`src/rtl/rx_err_pkg.sv`:
```
// Package rx_err_pkg
// Purpose : shared entry type for the receive FIFO with error tallies.
// Assumes : a received character is RX_DATA_W bits wide.
package rx_err_pkg;
    localparam int RX_DATA_W = 8;

    typedef struct packed {
        logic                 perr;
        logic                 ferr;
        logic [RX_DATA_W-1:0] data;
    } rx_entry_t;
endpackage

```
`src/rtl/rx_err_store.sv`:
```
// Module rx_err_store
// Purpose : circular buffer of DEPTH entries. It decides whether each push and
//           pop is accepted, exposes the head entry, and registers the popped
//           entry onto the read outputs.
// Assumes : a push is accepted only when not full, whatever the pop request.
//           A pop is accepted only when not empty (no fall-through of a
//           same-cycle push).
module rx_err_store
    import rx_err_pkg::*;
#(
    parameter int DEPTH = 64
) (
    input  logic      clk,
    input  logic      rst_n,
    input  logic      push_req,
    input  logic      pop_req,
    input  rx_entry_t push_entry,
    output logic      push_acc,
    output logic      pop_acc,
    output rx_entry_t head_entry,
    output rx_entry_t out_entry,
    output logic      out_valid,
    output logic      is_empty,
    output logic      is_full,
    output logic      drop_pulse
);
    localparam int AW = $clog2(DEPTH);
    localparam int OW = AW + 1;
    localparam logic [OW-1:0] DEPTH_O = OW'(DEPTH);

    rx_entry_t       mem [DEPTH];
    logic [AW-1:0]   wptr, rptr;
    logic [OW-1:0]   occ;

    function automatic logic [AW-1:0] nxt(input logic [AW-1:0] p);
        return (p == AW'(DEPTH - 1)) ? '0 : p + 1'b1;
    endfunction

    // Flow decisions from the current occupancy.
    always_comb begin
        is_empty   = (occ == '0);
        is_full    = (occ == DEPTH_O);
        push_acc   = push_req && !is_full;
        pop_acc    = pop_req && !is_empty;
        head_entry = mem[rptr];
    end

    // Entry storage; no reset needed for the data array.
    always_ff @(posedge clk) begin
        if (push_acc) mem[wptr] <= push_entry;
    end

    // Pointers and occupancy.
    always_ff @(posedge clk) begin
        if (!rst_n) begin
            wptr <= '0;
            rptr <= '0;
            occ  <= '0;
        end else begin
            if (push_acc) wptr <= nxt(wptr);
            if (pop_acc)  rptr <= nxt(rptr);
            occ <= occ + OW'(push_acc) - OW'(pop_acc);
        end
    end

    // Registered read port and overrun pulse.
    always_ff @(posedge clk) begin
        if (!rst_n) begin
            out_entry  <= '0;
            out_valid  <= 1'b0;
            drop_pulse <= 1'b0;
        end else begin
            out_valid  <= pop_acc;
            drop_pulse <= push_req && is_full;
            if (pop_acc) out_entry <= head_entry;
        end
    end

    AST_NO_OVERFLOW: assert property (@(posedge clk) disable iff (!rst_n)
        occ <= DEPTH_O);
    AST_DROP_HOLDS: assert property (@(posedge clk) disable iff (!rst_n)
        (is_full && push_req && !pop_req) |=> (is_full && drop_pulse));
    AST_EMPTY_POP_IGNORED: assert property (@(posedge clk) disable iff (!rst_n)
        (is_empty && pop_req) |=> !out_valid);
    AST_READ_LATENCY: assert property (@(posedge clk) disable iff (!rst_n)
        pop_acc |=> (out_valid && out_entry == $past(head_entry)));
endmodule

```
`src/rtl/rx_err_tally.sv`:
```
// Module rx_err_tally
// Purpose : modular up/down counter of flagged entries held in the FIFO.
// Assumes : inc and dec may both be high in one cycle; the width wraps freely,
//           so a count equal to 2**W reads as zero.
module rx_err_tally #(
    parameter int W = 6
) (
    input  logic         clk,
    input  logic         rst_n,
    input  logic         inc,
    input  logic         dec,
    output logic [W-1:0] cnt
);
    // Apply the entering and leaving adjustments together.
    always_ff @(posedge clk) begin
        if (!rst_n) cnt <= '0;
        else        cnt <= cnt + W'(inc) - W'(dec);
    end

    AST_TALLY_UP: assert property (@(posedge clk) disable iff (!rst_n)
        (inc && !dec) |=> cnt == W'($past(cnt) + 1'b1));
    AST_TALLY_DOWN: assert property (@(posedge clk) disable iff (!rst_n)
        (dec && !inc) |=> cnt == W'($past(cnt) - 1'b1));
    AST_TALLY_HOLD: assert property (@(posedge clk) disable iff (!rst_n)
        (inc == dec) |=> $stable(cnt));
endmodule

```
`src/rtl/rx_err_fifo.sv`:
```
// Module rx_err_fifo
// Purpose : receive byte FIFO with per-entry parity and framing flags, plus a
//           16-bit read-only word holding counts of flagged entries held.
// Assumes : DEPTH <= 64, so each count fits its 6-bit field; sync_mode is
//           steady while bytes arrive.
module rx_err_fifo
    import rx_err_pkg::*;
#(
    parameter int DEPTH = 64
) (
    input  logic                 clk,
    input  logic                 rst_n,
    input  logic                 sync_mode,
    input  logic                 wr_en,
    input  logic [RX_DATA_W-1:0] wr_data,
    input  logic                 wr_perr,
    input  logic                 wr_ferr,
    input  logic                 rd_en,
    output logic [RX_DATA_W-1:0] rd_data,
    output logic                 rd_perr,
    output logic                 rd_ferr,
    output logic                 rd_valid,
    output logic                 empty,
    output logic                 full,
    output logic                 overrun,
    output logic [15:0]          err_status
);
    localparam int CW     = $clog2(DEPTH);
    localparam int NKIND  = 2;   // 0 = framing, 1 = parity
    localparam int P_LSB  = 8;
    localparam int F_LSB  = 0;

    rx_entry_t in_e, head_e, out_e;
    logic      push_ok, pop_ok;
    logic [NKIND-1:0] in_flag, out_flag;
    logic [CW-1:0]    tally [NKIND];

    // Clear both flags on entry in clocked mode.
    always_comb begin
        in_e.data = wr_data;
        in_e.perr = wr_perr && !sync_mode;
        in_e.ferr = wr_ferr && !sync_mode;
        in_flag   = {in_e.perr, in_e.ferr};
        out_flag  = {head_e.perr, head_e.ferr};
    end

    rx_err_store #(.DEPTH(DEPTH)) u_store (
        .clk        (clk),
        .rst_n      (rst_n),
        .push_req   (wr_en),
        .pop_req    (rd_en),
        .push_entry (in_e),
        .push_acc   (push_ok),
        .pop_acc    (pop_ok),
        .head_entry (head_e),
        .out_entry  (out_e),
        .out_valid  (rd_valid),
        .is_empty   (empty),
        .is_full    (full),
        .drop_pulse (overrun)
    );

    for (genvar k = 0; k < NKIND; k++) begin : g_tally
        rx_err_tally #(.W(CW)) u_tally (
            .clk   (clk),
            .rst_n (rst_n),
            .inc   (push_ok && in_flag[k]),
            .dec   (pop_ok && out_flag[k]),
            .cnt   (tally[k])
        );
    end

    // Pack the counts into the status word; reserved bits stay zero.
    always_comb begin
        err_status = '0;
        err_status[P_LSB +: CW] = tally[1];
        err_status[F_LSB +: CW] = tally[0];
        rd_data = out_e.data;
        rd_perr = out_e.perr;
        rd_ferr = out_e.ferr;
    end

    AST_SYNC_NO_COUNT: assert property (@(posedge clk) disable iff (!rst_n)
        (sync_mode && wr_en && !rd_en) |=> $stable(err_status));
    AST_DROP_KEEPS_STATUS: assert property (@(posedge clk) disable iff (!rst_n)
        (full && wr_en && !rd_en) |=> $stable(err_status));
    AST_EMPTY_KEEPS_STATUS: assert property (@(posedge clk) disable iff (!rst_n)
        (empty && rd_en && !wr_en) |=> $stable(err_status));
endmodule

```
`config.mk`:
```
export PLATFORM = sky130hd
export DESIGN_NAME = rx_err_fifo
export DESIGN_NICKNAME = d
export VERILOG_FILES = /design/src/rtl/rx_err_pkg.sv /design/src/rtl/rx_err_store.sv /design/src/rtl/rx_err_tally.sv /design/src/rtl/rx_err_fifo.sv
export SDC_FILE = /design/constraint.sdc
export NUM_CORES = 1
export LEC_CHECK = 0
export BUFFER_PORTS_ARGS = -buffer_cell sky130_fd_sc_hd__buf_2
export CAP_MARGIN = 20
export CORE_MARGIN = 2
export CORE_UTILIZATION = 45
export DETAILED_ROUTE_END_ITERATION = 8
export SETUP_SLACK_MARGIN = 0.5
export SLEW_MARGIN = 20
export SYNTH_ARGS = -nofsm -noshare
export SYNTH_HDL_FRONTEND = slang
export SYNTH_HIERARCHICAL = 1
export SYNTH_SLANG_ARGS = --single-unit
```
`constraint.sdc`:
```
create_clock -name clk -period 3.2 [get_ports clk]
set_input_delay 0 -clock clk [delete_from_list [all_inputs] [get_ports clk]]
set_output_delay 0 -clock clk [all_outputs]
set_load 0.1 [all_outputs]
```
-- Yosys cells after proc, flatten, opt, wreduce, memory -nomap -nowiden
Memories as Yosys holds them, arrays and structs flattened. A register that Yosys moved wholly into a read port is not among the register bits.
Index checks and enable logic that the tools add are counted.
- flip-flop bits (word level): 43
- output and inout bits: 30
- word-level logic and storage cells: 41
- memories kept: 1
- bits in writable memories: 640
- eq/ne operators: 3
- reductions and logical operators: 13
- mux-type cells: 6
- add/sub/neg operators: 8
- memories (name ; words ; bits a word ; rd ports ; clocked after Yosys merged registers in ; wr ports ; RTL line ; source):
    u_store.mem ; 64 ; 10 ; 1 ; 1 ; 1 ; rx_err_store.sv:31 ; rx_entry_t mem [DEPTH];
- operator list (cell ; count):
    $mux W6 ; 4
    $add A6 B1 Y6 ; 2
    $add A6 B1 Y6 const B ; 2
    $eq A6 B6 Y1 const B ; 2
    $sub A6 B1 Y6 ; 2
    $logic_and A1 B1 Y1 ; 9
    $add A7 B1 Y7 ; 1
    $eq A7 B7 Y1 const B ; 1
    $logic_not A7 Y1 ; 1
    $sub A7 B1 Y7 ; 1
    $logic_not A1 Y1 ; 3
    $mux W1 ; 2

-- Longest topological paths before layout
- depth in word-level cells: 6
- mapped depth: 20
- depth with buffers taken out: 16

-- Modules after synthesis
The synthesis kept the hierarchy.
- modules (own cells, without submodules) (module ; cells each ; area each (um2) ; times used):
    rx_err_store ; 1400 ; 26595.5 ; 1
    rx_err_tally (g_tally[0].u_tally) ; 41 ; 389.1 ; 1
    rx_err_tally (g_tally[1].u_tally) ; 39 ; 377.9 ; 1
    rx_err_fifo ; 11 ; 76.3 ; 1

-- Worst setup path after synthesis
OpenSTA, ideal clock, no wires.
- path kind: flip-flop to flip-flop
- start: register u_store.occ[5]
- end: register u_store.occ[6]
- buffers on the path: 2
- cell stages (with the launch flop): 19
- data required time: 3.084 ns
- library setup time: 0.116 ns
- period minus slack after synthesis: 4.670 ns
- arrival time: 4.555 ns
- setup slack: -1.470 ns
- cells stage by stage: dfxtp_1 > inv_1 > ha_1 > nor4bb_1 > nor2b_1 > nor2b_1 > clkbuf_1 > clkbuf_1 > ha_1 > inv_1 > ha_1 > inv_1 > fa_1 > nand2b_1 > a21oi_1 > o21ai_0 > a21oi_1 > o21ai_0 > and3_1
- elaborated cells on any way between the ends: 8
- those cells by class: 2 x add/sub; 1 x eq/ne; 5 x reduce/logical
- RTL lines (what ; RTL line ; source):
    start: declaration ; rx_err_store.sv:33 ; logic [OW-1:0] occ;
    start signal: assignment ; rx_err_store.sv:62 ; occ <= occ + OW'(push_acc) - OW'(pop_acc);
    $logic_not A7 Y1 ; rx_err_store.sv:41 ; is_empty = (occ == '0);
    named net empty ; rx_err_fifo.sv:23 ; output logic empty,
    $logic_not A1 Y1 ; rx_err_store.sv:44 ; pop_acc = pop_req && !is_empty;
    $logic_and A1 B1 Y1 ; rx_err_store.sv:44 ;
    named net pop_ok ; rx_err_fifo.sv:34 ; logic push_ok, pop_ok;
    $sub A7 B1 Y7 ; rx_err_store.sv:62 ;
The timed path passes the listed nets, and every way through them passes these cells.
A chain may end at the register's enable or synchronous reset.

==> impl_results.md <==
- First-pass GRT wire length: 94.5 mm
- Data arrival, critical path: 3.97 ns
- I/O pin total: 45
- Hold Path Class: in -> reg
- Flop pwr share: roughly 44%
- Final Hold Fails: 0
- Lkg Pwr: between 0.01 and 0.015 µW
- Final min period: between 3 and 4 ns
- F_max: 288 MHz
- Hold path endpoint: u_store/mem[63][6]$_DFFE_PP_
- DR iter-0 viols: 1,127
- Crit Reg-Reg Endpoint: g_tally[1].u_tally/cnt[4]$_SDFF_PN0_
- Initial antenna violation count: 2
- Final #Nets: 1,750
- Dpl hpwl: 40.5 mm
- Die Span Y: 251 µm
- Drt wl/cell: 24.7 µm
- CTS buffer count: between 70 and 80
- Worst-path cell chain: buf_12, mux4_2, mux4_2, o22ai_2, or3_4, nand2_4, and2_4, ha_4, inv_2, ha_4, fa_2, a21o_1, a21oi_2, xnor2_1, and2_1
- Crit path kind: reg -> reg
- # DRC: 0
- Global router's overall resource usage: 20.3%
- GPL Wtd Cong: around 0.84
- Final Non-Filler Cells: 2,546
- Hold depth: 1
- Number of detailed-route iterations in the first pass: 7
- Failing checks: negative setup slack
- Reg2reg path depth: 15
- Starting density of the core: 45.5%
- Pwr Total: around 23,000 µW
- Max Fanout on Critical Path: 6
- Logic pwr share: 20.1%
- Max Buffers Root-to-Sink: 3
- Placed Area: 29,400 µm²
- Hold WS: 0.0470 ns
- Row count: 90
- Die area: 62,900 µm²
- Final setup margin: -0.277 ns
- Max Cap Viol: 0
- Vias per inst: ~5.6
- Via count: 14,300
- Critical Path Max Stage Delay: 0.50 ns
- CP max stage cell: mux4_2
- Slew Limit Fails: 0
- Clk_lat worst skew: 0.63 ns
- Vias in the first global route: roughly 15,000
- Antenna-violating nets left: 0
- Layout cell share with drive strength beyond 1: 30.7%
- Fin area: 32,400 µm²
- Post-Syn Area: 27,400 µm²
- Skew final: 0.0382 ns
- IO Port Bufs: 40
- P_int: 16,800 µW
- Pwr per Cell Area: 720 nW/µm²
- Crit share post-route: 109%
- Root Buffer: clkbuf_16
- Clock Power Share: 36.0%
- RSZ-0062 raised after global routing: yes
- Placeable Area: 60,200 µm²
- TritonCTS clock tree: built
- CTS H-Tree Depth: 3
- Largest net degree at the start of global routing: between 60 and 70
- Critical path capture point type: flop
- Psw: approximately 6500 µW
- Die width: 251 µm
- Sw frac: between 20 and 30%
- Routed wire length: between 60 and 70 mm
- Placed cells: 2,382
- Post-Synthesis Mean Instance Area: 18.5 µm²
- Ys Warns: 6
- Max-slew headroom: between 20 and 30%
- Worst Hold Launch: wr_data[6]
- Critical path startpoint category: flop
- Clock Sinks: 689
- Endpoints failing setup: 6
- Max VDD drop: 0.547 mV
- Reg clk slew, reported paths: 0.06 ns
- Status: complete, but fails checks
- Data required, critical path: 3.69 ns
- Syn Inst Count: around 1,500
- Total gr overflow: 0
- Tightest Pin Transition: 1.06 ns
- R2r setup slk: -0.28 ns
- Area grow syn2layout: 18.3%
how the worst max path moves through the flow:
stage | startpoint | to | slack, ns | depth (start not counted)
after floorplan | u_store/occ[3]$_SDFF_PN0_ | u_store/occ[6]$_SDFF_PN0_ | -0.28 | 18
after global placement | flop | g_tally[0].u_tally/cnt[4]$_SDFF_PN0_ | -0.45 | 17
after detailed placement | flop | g_tally[0].u_tally/cnt[4]$_SDFF_PN0_ | -0.50 | 15
after CTS | flop | g_tally[1].u_tally/cnt[4]$_SDFF_PN0_ | -0.30 | 15
after global routing | flop | g_tally[1].u_tally/cnt[4]$_SDFF_PN0_ | -0.41 | 15
final | flop | g_tally[1].u_tally/cnt[4]$_SDFF_PN0_ | -0.28 | 15
worst max-delay path: cells and delay by family (launching register included):
family,cells,cell delay (ns)
AND/OR/NAND/NOR,4,0.53
AO/OA/AOI/OAI,3,0.42
multiplexers,2,1.00
adder cells (fa/ha/maj),3,0.76
buffers and inverters,2,0.17
flip-flops,1,0.36
XOR/XNOR,1,0.08
power groups by stage:
stage	Clock (µW)	Sequential (µW)	Combinational (µW)
6_report	8390	10300	4690
4_1_cts	8560	10300	4540
3_3_place_gp	0	10400	4250
2_1_floorplan	0	11100	2460
5_1_grt	8900	10300	5060
3_5_place_dp	0	10400	4300
state kept, by name, indices dropped and copies added, names as in the netlist, named ones only:
signal               flops
u_store/wptr             6
u_store/drop_pulse       1
u_store/out_valid        1
u_store/out_entry       10
u_store/occ              7
u_store/mem            640
u_store/rptr             6
g_tally.u_tally/cnt     12
per-layer routing:
metal  vias to the layer above  GRT usage, %  part of all wire [%]
li1                       6325             -                     -
met1                      7540          29.1                    45
met2                       389          32.4                    48
met3                        93          3.34                   4.6
met4                         0          5.78                   2.4
met5                         -             0                     0
stage by stage:
stage          TNS (ns)  worst slack (ns)  utilization, %
2_1_floorplan    -0.742            -0.282               -
3_3_place_gp      -2.96            -0.446            48.7
3_5_place_dp      -3.40            -0.497            48.7
4_1_cts          -0.971            -0.300            53.3
5_1_grt           -1.78            -0.410            53.8
6_report         -0.903            -0.277            53.8
cells in the final DEF (no fill, tap or decap), drive strengths merged, types with 5 or more instances in the layout:
cell type    instances
xor2                10
or3                 12
nor2                89
clkinv              29
o22ai                9
o21ai               17
nand4                5
edfxtp             640
a31oi               19
nand2               82
mux4               129
nor2b               22
inv                 34
dfxtp               49
and2                28
clkbuf              83
a21o                 5
a211oi               9
clkinvlp             5
a22oi               37
buf                218
bufinv               9
and3b                5
nand3               29
and3                 5
a21oi               30
ha                  23
dlygate4sd3          9
mux2i               81
xnor2                9
timing repair:
action / CTS / global route
setup endpoints to repair: 131 / 107
endpoints found under the hold margin: 154 / 58
hold buffers: 9 / 1
pin swaps: 24 / 17
resized for setup: 49 / 38
gates cloned: 0 / 1
setup buffers: 10 / 14
cell type report:
class	count	area (µm²)
flip-flops and latches	689	20200
diodes	1	2.50
repair buffers	229	1790
clock buffers	81	1860
inverters	30	113
fillers	4681	27800
clock inverters	47	510
well taps	782	978
multi-input cells	687	6960
Power figures use the tool's default switching activity.
